===== config.mk =====
export PLATFORM = sky130hd
export DESIGN_NAME = pwr_mode_ctrl
export DESIGN_NICKNAME = d
export VERILOG_FILES = /design/src/rtl/pmc_pkg.sv /design/src/rtl/pmc_regs.sv /design/src/rtl/pmc_warm_cnt.sv /design/src/rtl/pmc_stop_fsm.sv /design/src/rtl/pwr_mode_ctrl.sv
export SDC_FILE = /design/constraint.sdc
export NUM_CORES = 1
export LEC_CHECK = 0
export CAP_MARGIN = 25
export CORE_ASPECT_RATIO = 0.7
export CORE_MARGIN = 2
export CORE_UTILIZATION = 60
export CTS_BUF_LIST = sky130_fd_sc_hd__clkbuf_8
export CTS_CLUSTER_DIAMETER = 60
export CTS_CLUSTER_SIZE = 14
export DETAILED_ROUTE_END_ITERATION = 7
export DONT_BUFFER_PORTS = 1
export GPL_TIMING_DRIVEN = 0
export PLACE_DENSITY = 0.76
export SETUP_SLACK_MARGIN = 0.5
export SYNTH_ARGS = -nofsm -noshare
export SYNTH_HDL_FRONTEND = slang
export SYNTH_SLANG_ARGS = --single-unit

===== constraint.sdc =====
create_clock -name clk -period 6.5 [get_ports clk]
set_input_delay 0.975 -clock clk [delete_from_list [all_inputs] [get_ports clk]]
set_output_delay 0.975 -clock clk [all_outputs]
set_load 0.01 [all_outputs]

===== src/rtl/pmc_pkg.sv =====
package pmc_pkg;

  typedef enum logic [1:0] {ST_RUN, ST_STOP, ST_WARM} stop_st_e;

  localparam logic [2:0] MD_FAST  = 3'd0;
  localparam logic [2:0] MD_SLOW  = 3'd1;
  localparam logic [2:0] MD_HALTF = 3'd2;
  localparam logic [2:0] MD_HALTS = 3'd3;
  localparam logic [2:0] MD_STOP  = 3'd4;
  localparam logic [2:0] MD_WARM  = 3'd5;

  typedef struct packed {
    logic       stop;
    logic       lvl_rel;
    logic       ret_slow;
    logic       hold;
    logic [1:0] wcode;
  } modereg_t;

  typedef struct packed {
    logic hf_on;
    logic lf_on;
    logic clk_slow;
    logic cpu_halt;
    logic per_halt;
  } clkreg_t;

  localparam clkreg_t CLK_RST = '{hf_on: 1'b1, default: 1'b0};

  // Warm-up length in target-oscillator ticks, exponent reduced by shift.
  function automatic logic [31:0] warm_ticks(input logic slow,
                                             input logic [1:0] code,
                                             input int unsigned shift);
    int unsigned e;
    logic [31:0] m;
    if (slow) e = code[1] ? 6 : 13;
    else      e = code[1] ? 14 : 16;
    m = code[0] ? 32'd1 : 32'd3;
    e = (e > shift) ? e - shift : 0;
    return m << e;
  endfunction

endpackage


===== src/rtl/pmc_regs.sv =====
module pmc_regs
  import pmc_pkg::*;
(
  input  logic       clk,
  input  logic       rst_n,
  input  logic       we,
  input  logic       sel,
  input  logic [7:0] wdata,
  input  logic       accept,
  input  logic       wake_irq,
  input  logic       wake_ok,
  input  logic       warm_done,
  output logic [7:0] rdata,
  output modereg_t   mreg,
  output clkreg_t    creg,
  output logic       rst_req
);

  logic illegal;
  logic wr_ok;
  logic unused_bits;

  assign unused_bits = ^{wdata[3], wdata[1:0]};
  assign wr_ok = we & accept;
  assign illegal = wr_ok & sel &
                   ((~wdata[7] & ~wdata[6]) |
                    (~wdata[7] & ~wdata[5]) |
                    (~wdata[6] &  wdata[5]));

  always_ff @(posedge clk or negedge rst_n) begin
    if (!rst_n) begin
      mreg    <= '0;
      creg    <= CLK_RST;
      rst_req <= 1'b0;
    end else begin
      rst_req <= illegal;
      if (illegal) begin
        mreg <= '0;
        creg <= CLK_RST;
      end else if (warm_done) begin
        mreg.stop     <= 1'b0;
        creg.hf_on    <= ~mreg.ret_slow;
        creg.lf_on    <= mreg.ret_slow;
        creg.clk_slow <= mreg.ret_slow;
        creg.cpu_halt <= 1'b0;
        creg.per_halt <= 1'b0;
      end else if (wr_ok) begin
        if (!sel) begin
          mreg <= modereg_t'(wdata[7:2]);
        end else begin
          creg.hf_on    <= wdata[7];
          creg.lf_on    <= wdata[6];
          creg.clk_slow <= wdata[5];
          creg.cpu_halt <= wdata[4];
          creg.per_halt <= wdata[2] & ~wdata[4];
        end
      end else if (wake_irq && wake_ok) begin
        creg.cpu_halt <= 1'b0;
        creg.per_halt <= 1'b0;
      end
    end
  end

  always_comb begin
    if (sel) rdata = {creg.hf_on, creg.lf_on, creg.clk_slow, creg.cpu_halt,
                      1'b0, creg.per_halt, 2'b00};
    else     rdata = {mreg, 2'b00};
  end

  AST_RST_RESTORES: assert property (@(posedge clk) disable iff (!rst_n)
    rst_req |-> (creg == CLK_RST && mreg == '0));
  AST_NO_DUAL_HALT: assert property (@(posedge clk) disable iff (!rst_n)
    !(creg.cpu_halt && creg.per_halt));
  AST_HALT_HOLDS_REG: assert property (@(posedge clk) disable iff (!rst_n)
    (!accept && !warm_done) |=> $stable(mreg));

endmodule


===== src/rtl/pmc_warm_cnt.sv =====
module pmc_warm_cnt #(
  parameter int CNT_W = 18
) (
  input  logic             clk,
  input  logic             rst_n,
  input  logic             run,
  input  logic             tick,
  input  logic [CNT_W-1:0] limit,
  output logic             done
);

  localparam logic [CNT_W-1:0] ONE = {{(CNT_W-1){1'b0}}, 1'b1};

  logic [CNT_W-1:0] cnt;

  assign done = run & tick & (cnt == limit - ONE);

  always_ff @(posedge clk or negedge rst_n) begin
    if (!rst_n)       cnt <= '0;
    else if (!run)    cnt <= '0;
    else if (done)    cnt <= '0;
    else if (tick)    cnt <= cnt + ONE;
  end

  AST_CNT_BELOW_LIMIT: assert property (@(posedge clk) disable iff (!rst_n)
    run |-> (cnt < limit));

endmodule


===== src/rtl/pmc_stop_fsm.sv =====
module pmc_stop_fsm
  import pmc_pkg::*;
(
  input  logic     clk,
  input  logic     rst_n,
  input  logic     stop_req,
  input  logic     lvl_rel,
  input  logic     stop_pin,
  input  logic     warm_done,
  output stop_st_e state
);

  logic pin_q;
  logic pin_prev;
  logic release_hit;

  assign release_hit = lvl_rel ? pin_q : (pin_q & ~pin_prev);

  always_ff @(posedge clk or negedge rst_n) begin
    if (!rst_n) begin
      pin_q    <= 1'b0;
      pin_prev <= 1'b0;
      state    <= ST_RUN;
    end else begin
      pin_q    <= stop_pin;
      pin_prev <= pin_q;
      unique case (state)
        ST_RUN:  if (stop_req)    state <= ST_STOP;
        ST_STOP: if (release_hit) state <= ST_WARM;
        ST_WARM: if (warm_done)   state <= ST_RUN;
        default:                  state <= ST_RUN;
      endcase
    end
  end

  AST_STOP_LEAVES_TO_WARM: assert property (@(posedge clk) disable iff (!rst_n)
    (state == ST_STOP) |=> (state == ST_STOP || state == ST_WARM));
  AST_LEVEL_RELEASE: assert property (@(posedge clk) disable iff (!rst_n)
    (state == ST_STOP && lvl_rel && pin_q) |=> (state == ST_WARM));

endmodule


===== src/rtl/pwr_mode_ctrl.sv =====
module pwr_mode_ctrl
  import pmc_pkg::*;
#(
  parameter int unsigned WU_SHIFT = 0,
  parameter int          CNT_W    = 18
) (
  input  logic       clk,
  input  logic       rst_n,
  input  logic       reg_we,
  input  logic       reg_sel,
  input  logic [7:0] reg_wdata,
  output logic [7:0] reg_rdata,
  input  logic       stop_pin,
  input  logic       wake_irq,
  input  logic       hf_tick,
  input  logic       lf_tick,
  output logic       hf_osc_en,
  output logic       lf_osc_en,
  output logic       sysclk_sel,
  output logic       cpu_run,
  output logic       periph_clk_en,
  output logic       port_oe,
  output logic       pin_hiz,
  output logic       sys_rst_req,
  output logic [2:0] mode_o
);

  modereg_t         mreg;
  clkreg_t          creg;
  stop_st_e         state;
  logic             in_run;
  logic             in_warm;
  logic             accept;
  logic             warm_done;
  logic             tgt_tick;
  logic [CNT_W-1:0] limit;

  assign in_run   = (state == ST_RUN);
  assign in_warm  = (state == ST_WARM);
  assign accept   = in_run & ~mreg.stop & ~creg.cpu_halt & ~creg.per_halt;
  assign tgt_tick = mreg.ret_slow ? lf_tick : hf_tick;
  assign limit    = CNT_W'(warm_ticks(mreg.ret_slow, mreg.wcode, WU_SHIFT));

  pmc_regs u_regs (
    .clk       (clk),
    .rst_n     (rst_n),
    .we        (reg_we),
    .sel       (reg_sel),
    .wdata     (reg_wdata),
    .accept    (accept),
    .wake_irq  (wake_irq),
    .wake_ok   (in_run),
    .warm_done (warm_done),
    .rdata     (reg_rdata),
    .mreg      (mreg),
    .creg      (creg),
    .rst_req   (sys_rst_req)
  );

  pmc_stop_fsm u_fsm (
    .clk       (clk),
    .rst_n     (rst_n),
    .stop_req  (mreg.stop),
    .lvl_rel   (mreg.lvl_rel),
    .stop_pin  (stop_pin),
    .warm_done (warm_done),
    .state     (state)
  );

  pmc_warm_cnt #(.CNT_W(CNT_W)) u_cnt (
    .clk   (clk),
    .rst_n (rst_n),
    .run   (in_warm),
    .tick  (tgt_tick),
    .limit (limit),
    .done  (warm_done)
  );

  always_comb begin
    hf_osc_en     = in_run ? creg.hf_on : (in_warm & ~mreg.ret_slow);
    lf_osc_en     = in_run ? creg.lf_on : (in_warm &  mreg.ret_slow);
    sysclk_sel    = creg.clk_slow;
    cpu_run       = in_run & ~creg.cpu_halt & ~creg.per_halt;
    periph_clk_en = in_run & ~creg.per_halt;
    port_oe       = in_run ? 1'b1 : mreg.hold;
    pin_hiz       = ~in_run;
    if (state == ST_STOP)                    mode_o = MD_STOP;
    else if (in_warm)                        mode_o = MD_WARM;
    else if (creg.cpu_halt | creg.per_halt)  mode_o = creg.clk_slow ? MD_HALTS : MD_HALTF;
    else                                     mode_o = creg.clk_slow ? MD_SLOW : MD_FAST;
  end

  AST_OSC_OFF_IN_STOP: assert property (@(posedge clk) disable iff (!rst_n)
    (mode_o == MD_STOP) |-> (!hf_osc_en && !lf_osc_en && !cpu_run));
  AST_WARM_ENDS_IN_RUN: assert property (@(posedge clk) disable iff (!rst_n)
    warm_done |=> (mode_o == (mreg.ret_slow ? MD_SLOW : MD_FAST) && !mreg.stop));
  AST_PORT_HOLD: assert property (@(posedge clk) disable iff (!rst_n)
    (mode_o == MD_STOP) |-> (port_oe == mreg.hold && pin_hiz));

endmodule


# ---- After elaboration in Yosys (flattened, before gate mapping)
# Index checks and enable logic that the tools add are counted.
dict set report word_totals {
  elab_cells 106
  register_bits 34
  output_inout_bits 19
}
dict set report op_classes {
  shift 1
  n_lt_le_gt_ge 1
  n_reduce_logical 11
  addsub 2
  n_eq_ne 11
  bitwise_logic 31
  n_mux 34
}
# cell count
set op_table {}
lappend op_table {{2-to-1 mux 18 bit} 3}
lappend op_table {{> comparator 32 x 1 -> 1 bit (second input constant)} 1}
lappend op_table {{2-to-1 mux 32 bit} 1}
lappend op_table {{<< shifter 2 x 32 -> 18 bit} 1}
lappend op_table {{2-to-1 mux 5 bit} 6}
lappend op_table {{adder 18 x 1 -> 18 bit (second input constant)} 1}
lappend op_table {{AND 1 bit} 18}
lappend op_table {{== test 18 bit} 1}
lappend op_table {{2-to-1 mux 6 bit} 3}
lappend op_table {{subtractor 18 x 1 -> 18 bit (second input constant)} 1}
lappend op_table {{2-to-1 mux 2 bit} 7}
lappend op_table {{NOT 1 bit} 10}
lappend op_table {{2-to-1 mux 3 bit} 3}
lappend op_table {{2-to-1 mux 1 bit} 8}
lappend op_table {{2-to-1 mux 8 bit} 1}
lappend op_table {{!= test 2 x 1 -> 1 bit (second input constant)} 4}
lappend op_table {{!= test 3 x 1 -> 1 bit (second input constant)} 2}
lappend op_table {{one-hot mux 2 bit (3 select lines)} 1}
lappend op_table {{AND reduction 2 bit} 3}
lappend op_table {{AND reduction 3 bit} 2}
lappend op_table {{nonzero test 3 bit} 2}
lappend op_table {{2-to-1 mux 4 bit} 1}
lappend op_table {{!= test 4 x 2 -> 1 bit (second input constant)} 1}
lappend op_table {{nonzero test 4 bit} 1}
lappend op_table {{7 further kinds} 9}

# ---- Depth between registers and ports, before layout
dict set report logic_depth {
  word_depth 10
  mapped_depth 10
}

# ---- Hierarchy
# A second synthesis with hierarchy kept.
dict set report hier_totals {
  cells_unflattened 326
  hier_area_um2 2912.8
}
# mod cells_per_inst instances area_each_um2 seq_area_each_um2
set by_module_without_submodules {}
lappend by_module_without_submodules {pmc_warm_cnt 193 1 1689.1 450.4}
lappend by_module_without_submodules {pmc_regs 66 1 695.7 301.5}
lappend by_module_without_submodules {pwr_mode_ctrl 57 1 380.4 0.0}
lappend by_module_without_submodules {pmc_stop_fsm 10 1 147.6 100.1}

# ---- Least setup slack after synthesis
# OpenSTA, ideal clock, no wires.
dict set report synth_timing {
  path_type {reg2reg}
  start {reg, netlist name u_regs.mreg[3]}
  end {reg, netlist name u_regs.creg[3]}
  period_less_slack_ns 2.594
  arrival_ns 2.467
  slack_ns 3.906
  required_ns 6.373
  path_stages_with_launch 11
  path_cell_list {dfrtp_1 buf_4 inv_1 ha_1 nor2_1 a311oi_2 xnor3_2 or4_4 buf_6 nand4_1 nand3_1}
}
dict set report synth_between {
  elab_chain_cells 9
  word_cells_on_any_way 14
  cone_classes {1 x add/sub; 1 x order compare; 1 x eq/ne; 1 x shift; 5 x mux; 2 x bitwise; 3 x reduce/logical}
}
# element line_no
set synth_lines {}
lappend synth_lines {{2-to-1 mux 5 bit} pmc_pkg.sv:36} ;# if (slow) e = code[1] ? 6 : 13;
lappend synth_lines {{> comparator 32 x 1 -> 1 bit} pmc_pkg.sv:39} ;# e = (e > shift) ? e - shift : 0;
lappend synth_lines {{2-to-1 mux 32 bit} pmc_pkg.sv:39}
lappend synth_lines {{<< shifter 2 x 32 -> 18 bit} pmc_pkg.sv:40} ;# return m << e;
lappend synth_lines {{subtractor 18 x 1 -> 18 bit} pmc_warm_cnt.sv:16} ;# assign done = run & tick & (cnt == limit - ONE);
lappend synth_lines {{== test 18 bit} pmc_warm_cnt.sv:16}
lappend synth_lines {{AND 1 bit} pmc_warm_cnt.sv:16}
lappend synth_lines {{nonzero test 3 bit (no source line) or 2-to-1 mux 5 bit (tied branches)} -}
lappend synth_lines {{AND reduction 2 bit (no source line) or 2-to-1 mux 5 bit (tied branches)} -}
# Parallel ways exist; a longest one is shown, timed or not.
# A chain may end at the register's enable or synchronous reset.

# ---- Worst setup path after layout
dict set report layout_timing {
  start {reg, netlist name u_regs.mreg[3]}
  end {reg u_cnt.cnt[16]}
}
dict set report layout_between {
  elab_chain_cells 9
  word_cells_on_any_way 12
  cone_classes {1 x add/sub; 1 x order compare; 2 x eq/ne; 1 x shift; 5 x mux; 2 x bitwise}
}
# element line_no
set layout_lines {}
lappend layout_lines {{2-to-1 mux 5 bit} pmc_pkg.sv:36}
lappend layout_lines {{> comparator 32 x 1 -> 1 bit} pmc_pkg.sv:39}
lappend layout_lines {{2-to-1 mux 32 bit} pmc_pkg.sv:39}
lappend layout_lines {{<< shifter 2 x 32 -> 18 bit} pmc_pkg.sv:40}
lappend layout_lines {{subtractor 18 x 1 -> 18 bit} pmc_warm_cnt.sv:16}
lappend layout_lines {{== test 18 bit} pmc_warm_cnt.sv:16}
lappend layout_lines {{AND 1 bit} pmc_warm_cnt.sv:16}
lappend layout_lines {{2-to-1 mux 18 bit} pmc_warm_cnt.sv:21} ;# else if (done) cnt <= '0;
lappend layout_lines {{2-to-1 mux 18 bit} pmc_warm_cnt.sv:20} ;# else if (!run) cnt <= '0;
lappend layout_lines {{to (signal assigned)} pmc_warm_cnt.sv:22} ;# else if (tick) cnt <= cnt + ONE;
lappend layout_lines {{to (decl)} pmc_warm_cnt.sv:14} ;# logic [CNT_W-1:0] cnt;
# Parallel ways exist; a longest one is shown, timed or not.

==> impl_results.md <==
- Status: finished clean
- Nets: 278
- First-pass GRT wire length: 7617 µm
- Count of cell types in the netlist: 46
- Adder-Cell Fraction of Synth Area: 0.06243
- Number of synthesized register bits: 34
- Part of the Yosys area used for sequential elements: 0.3865
- RePlAce Congestion: 0.8826
- DP Wirelength: 3605 µm
- Unrepaired setup endpoints after global routing: false
- Leak pwr: 0.001031 µW
- Most frequent cell after synthesis: dfrtp_1
- Maximum clock insertion buffer count: 2
- Clock latency on the worst-skew pair: 0.29 ns
- Die ar.: 4183 µm²
- Synth area leader: dfrtp_1
- Tightest Hold Check Type: in2async
- Crit path max fanout: 10
- Crit start category: flip-flop
- Max cap viols: 0
- Mux cell area share after synthesis: 0.02157
- Max H-tree Level: 2
- First drt pass iteration count: 4
- Final setup violating endpoints: 0
- Yosys warning count: 0
- Layout area overhead: 7.321%
- Mean Syn Cell Area: 9.072 µm²
- Clock Skew: 0.006055 ns
- Antenna Violating Nets Remaining: 0
- Worst-Margin Slew: 0.6402 ns
- Main combinational cell family by area after synthesis: simple AND/OR/NAND/NOR gates
- DP Worst Slack: 3.478 ns
- XOR/XNOR share of the synthesized area: 0.08229
- Total power: 858.1 µW
- Number of synthesized flops with an enable pin: 0
- Area of the multi-input gates: 1255 µm²
- Ratio of cells with drive above 1 in the final layout: 0.1071
- Final core utilization: 0.6734
- Die width: 76.45 µm
- Total Wirelength: 4702 µm
- Critical path type: reg2reg
- Main synth FF type: dfrtp_1
- Peak VDD IR: 257.4 µV
- Pins over their slew limit: 0
- Storage cell area: 852.1 µm²
- Post-cts sizing count: 0
- Req. time, crit path: 6.68 ns
- Headroom to the max-slew limit: 0.5717
- Rows: 18
- Mapped Area: 2205 µm²
- Initial antenna violation count: 0
- PnR worst setup slack: 3.469 ns
- Arr. time, crit path: 3.21 ns
- Compound-gate portion of the synthesized area: 0.1260
- Dominant cells by area after synthesis: dfrtp_1, ha_1, nand3_1, xor2_1, nor2_1
- Largest net degree at the start of global routing: 35
- Total gr overflow: 0
- Setup TNS Final: 0 ns
- CTS sink count: 34
- Crit path capture type: flip-flop
- DRC: 0
- Initial core utilization: 0.6275
- # fillers: 307
- Cts bufs inserted: 5
- Synth top area share: 0.3746
- Routed via count: 1749
- Per-cell routed wire length: 15.57 µm
- Peak Freq: 0.3300 GHz
- Postcts setup bufs: 0
- Reg clk slew, reported paths: 0.07 ns
- IO buf count: 0
- Synth Area in Simple Gates: 0.2736
- Clock Tree Root: clkbuf_8
- Post-DR vias/cell: 5.791
- Endpoints failing hold: 0
- DR iter-0 viols: 103
- Synth async-reset ratio: 1.000
- TritonCTS clock tree: yes
- PD cells: 362.7 nW/µm²
- Core Box Area: 3513 µm²
- Top cells by count, synth: dfrtp_1, nor2_1, nand2_1, nand3_1
- Cells after synthesis: 243
- Total GRT Usage: 0.2432
- I/O Pins: 35
- Ant diodes: 0
- Die Ht: 54.72 µm
- Vias in the first global route: 1546
- Final period utilization: 0.4662
- Cts hold-fix bufs: 0
- Post-layout minimum cycle time: 3.031 ns
[cell usage in the layout (no fill, tap or decap), drive strengths merged, types with 2 or more instances in the layout]
cell	instances
a211o	2
a21boi	3
a21oi	7
a31oi	6
and2	2
and3	3
and4	2
buf	5
clkbuf	9
conb	2
dfrtp	33
ha	11
inv	13
mux2	3
nand2	25
nand2b	3
nand3	23
nand4	8
nor2	27
nor2b	7
nor3	3
nor3b	2
o21ai	11
o22ai	2
o31ai	3
or3	2
xnor2	5
xor2	13
[state kept, by name, indices dropped and copies added (netlist names)]
signal          count
u_cnt.cnt          18
u_fsm.state         2
u_fsm.pin_prev      1
u_fsm.pin_q         1
u_regs.mreg         6
u_regs.creg         5
u_regs.rst_req      1
[layer usage]
metal  share of wire  vias to the layer above  GRT usage  routed length (µm)
met5               0                        -          0                   0
met4           0.019                        0     0.1061                  91
met3           0.057                       11    0.05116                 270
met2            0.41                       54     0.3304                1907
met1            0.52                      816     0.3701                2432
li1                -                      868          -                   -
[power by group]
group / switching, µW / internal [µW] / total, µW
clock: 78.8 / 85.1 / 164
combinational: 245 / 147 / 392
sequential: 48.3 / 253 / 302
total: 372 / 486 / 858
[area by class of cell]
type,instances,share of cell area
plain buffers,8,0.02221
clock buffers,6,0.03490
clock inverters,2,0.005288
inverters,13,0.02062
multi-input cells,189,0.5304
flip-flops and latches,34,0.3601
well taps,50,0.02644
[critical path, cell delays in order, from the launching register on]
cell and delay (ns):
dfrtp_1 0.43, buf_4 0.19, inv_1 0.15, ha_1 0.31, nor2_1 0.12, a311oi_2 0.30
xnor3_2 0.37, o41ai_4 0.69, buf_4 0.29, nor2_1 0.06
[stage by stage]
step                hold slack, ns  std cells  instance area (µm²)
global placement            0.3518        294                 2271
global route                0.3551        302                 2366
detailed placement          0.3830        294                 2271
floorplan                   0.3478        244                 2208
CTS                         0.3646        302                 2366
finish                      0.3722        302                 2366
[cells by family (layout without fill, tap and decap cells)]
family,after synthesis,in the layout
AOI/OAI and AO/OA,39,39
xor gates and xnor gates,19,19
other,1,2
DFF,34,34
adders and majority gates,11,11
muxes,4,4
and+or+nand+nor,114,114
buffers and inverters,21,29
[path summary, 6_finish.rpt]
| path | start | end | slack, ns | cells past startpoint |
|---|---|---|---|---|
| max | u_regs.mreg[3]$_DFFE_PN0P_ | u_cnt.cnt[16]$_DFFE_PN0P_ | 3.47 | 9 |
| min reg2reg | u_fsm.pin_q$_DFF_PN0_ | u_fsm.pin_prev$_DFF_PN0_ | 0.39 | 0 |
| min | rst_n | u_cnt.cnt[10]$_DFFE_PN0P_ | 0.37 | 0 |
| min in group clk | u_fsm.pin_q$_DFF_PN0_ | u_fsm.pin_prev$_DFF_PN0_ | 0.39 | 0 |
| max in group asynchronous | rst_n | u_regs.creg[4]$_DFFE_PN1P_ | 5.95 | 0 |
| max reg2reg | u_regs.mreg[3]$_DFFE_PN0P_ | u_cnt.cnt[16]$_DFFE_PN0P_ | 3.47 | 9 |
Note: power is estimated with default switching activity, not from simulation.
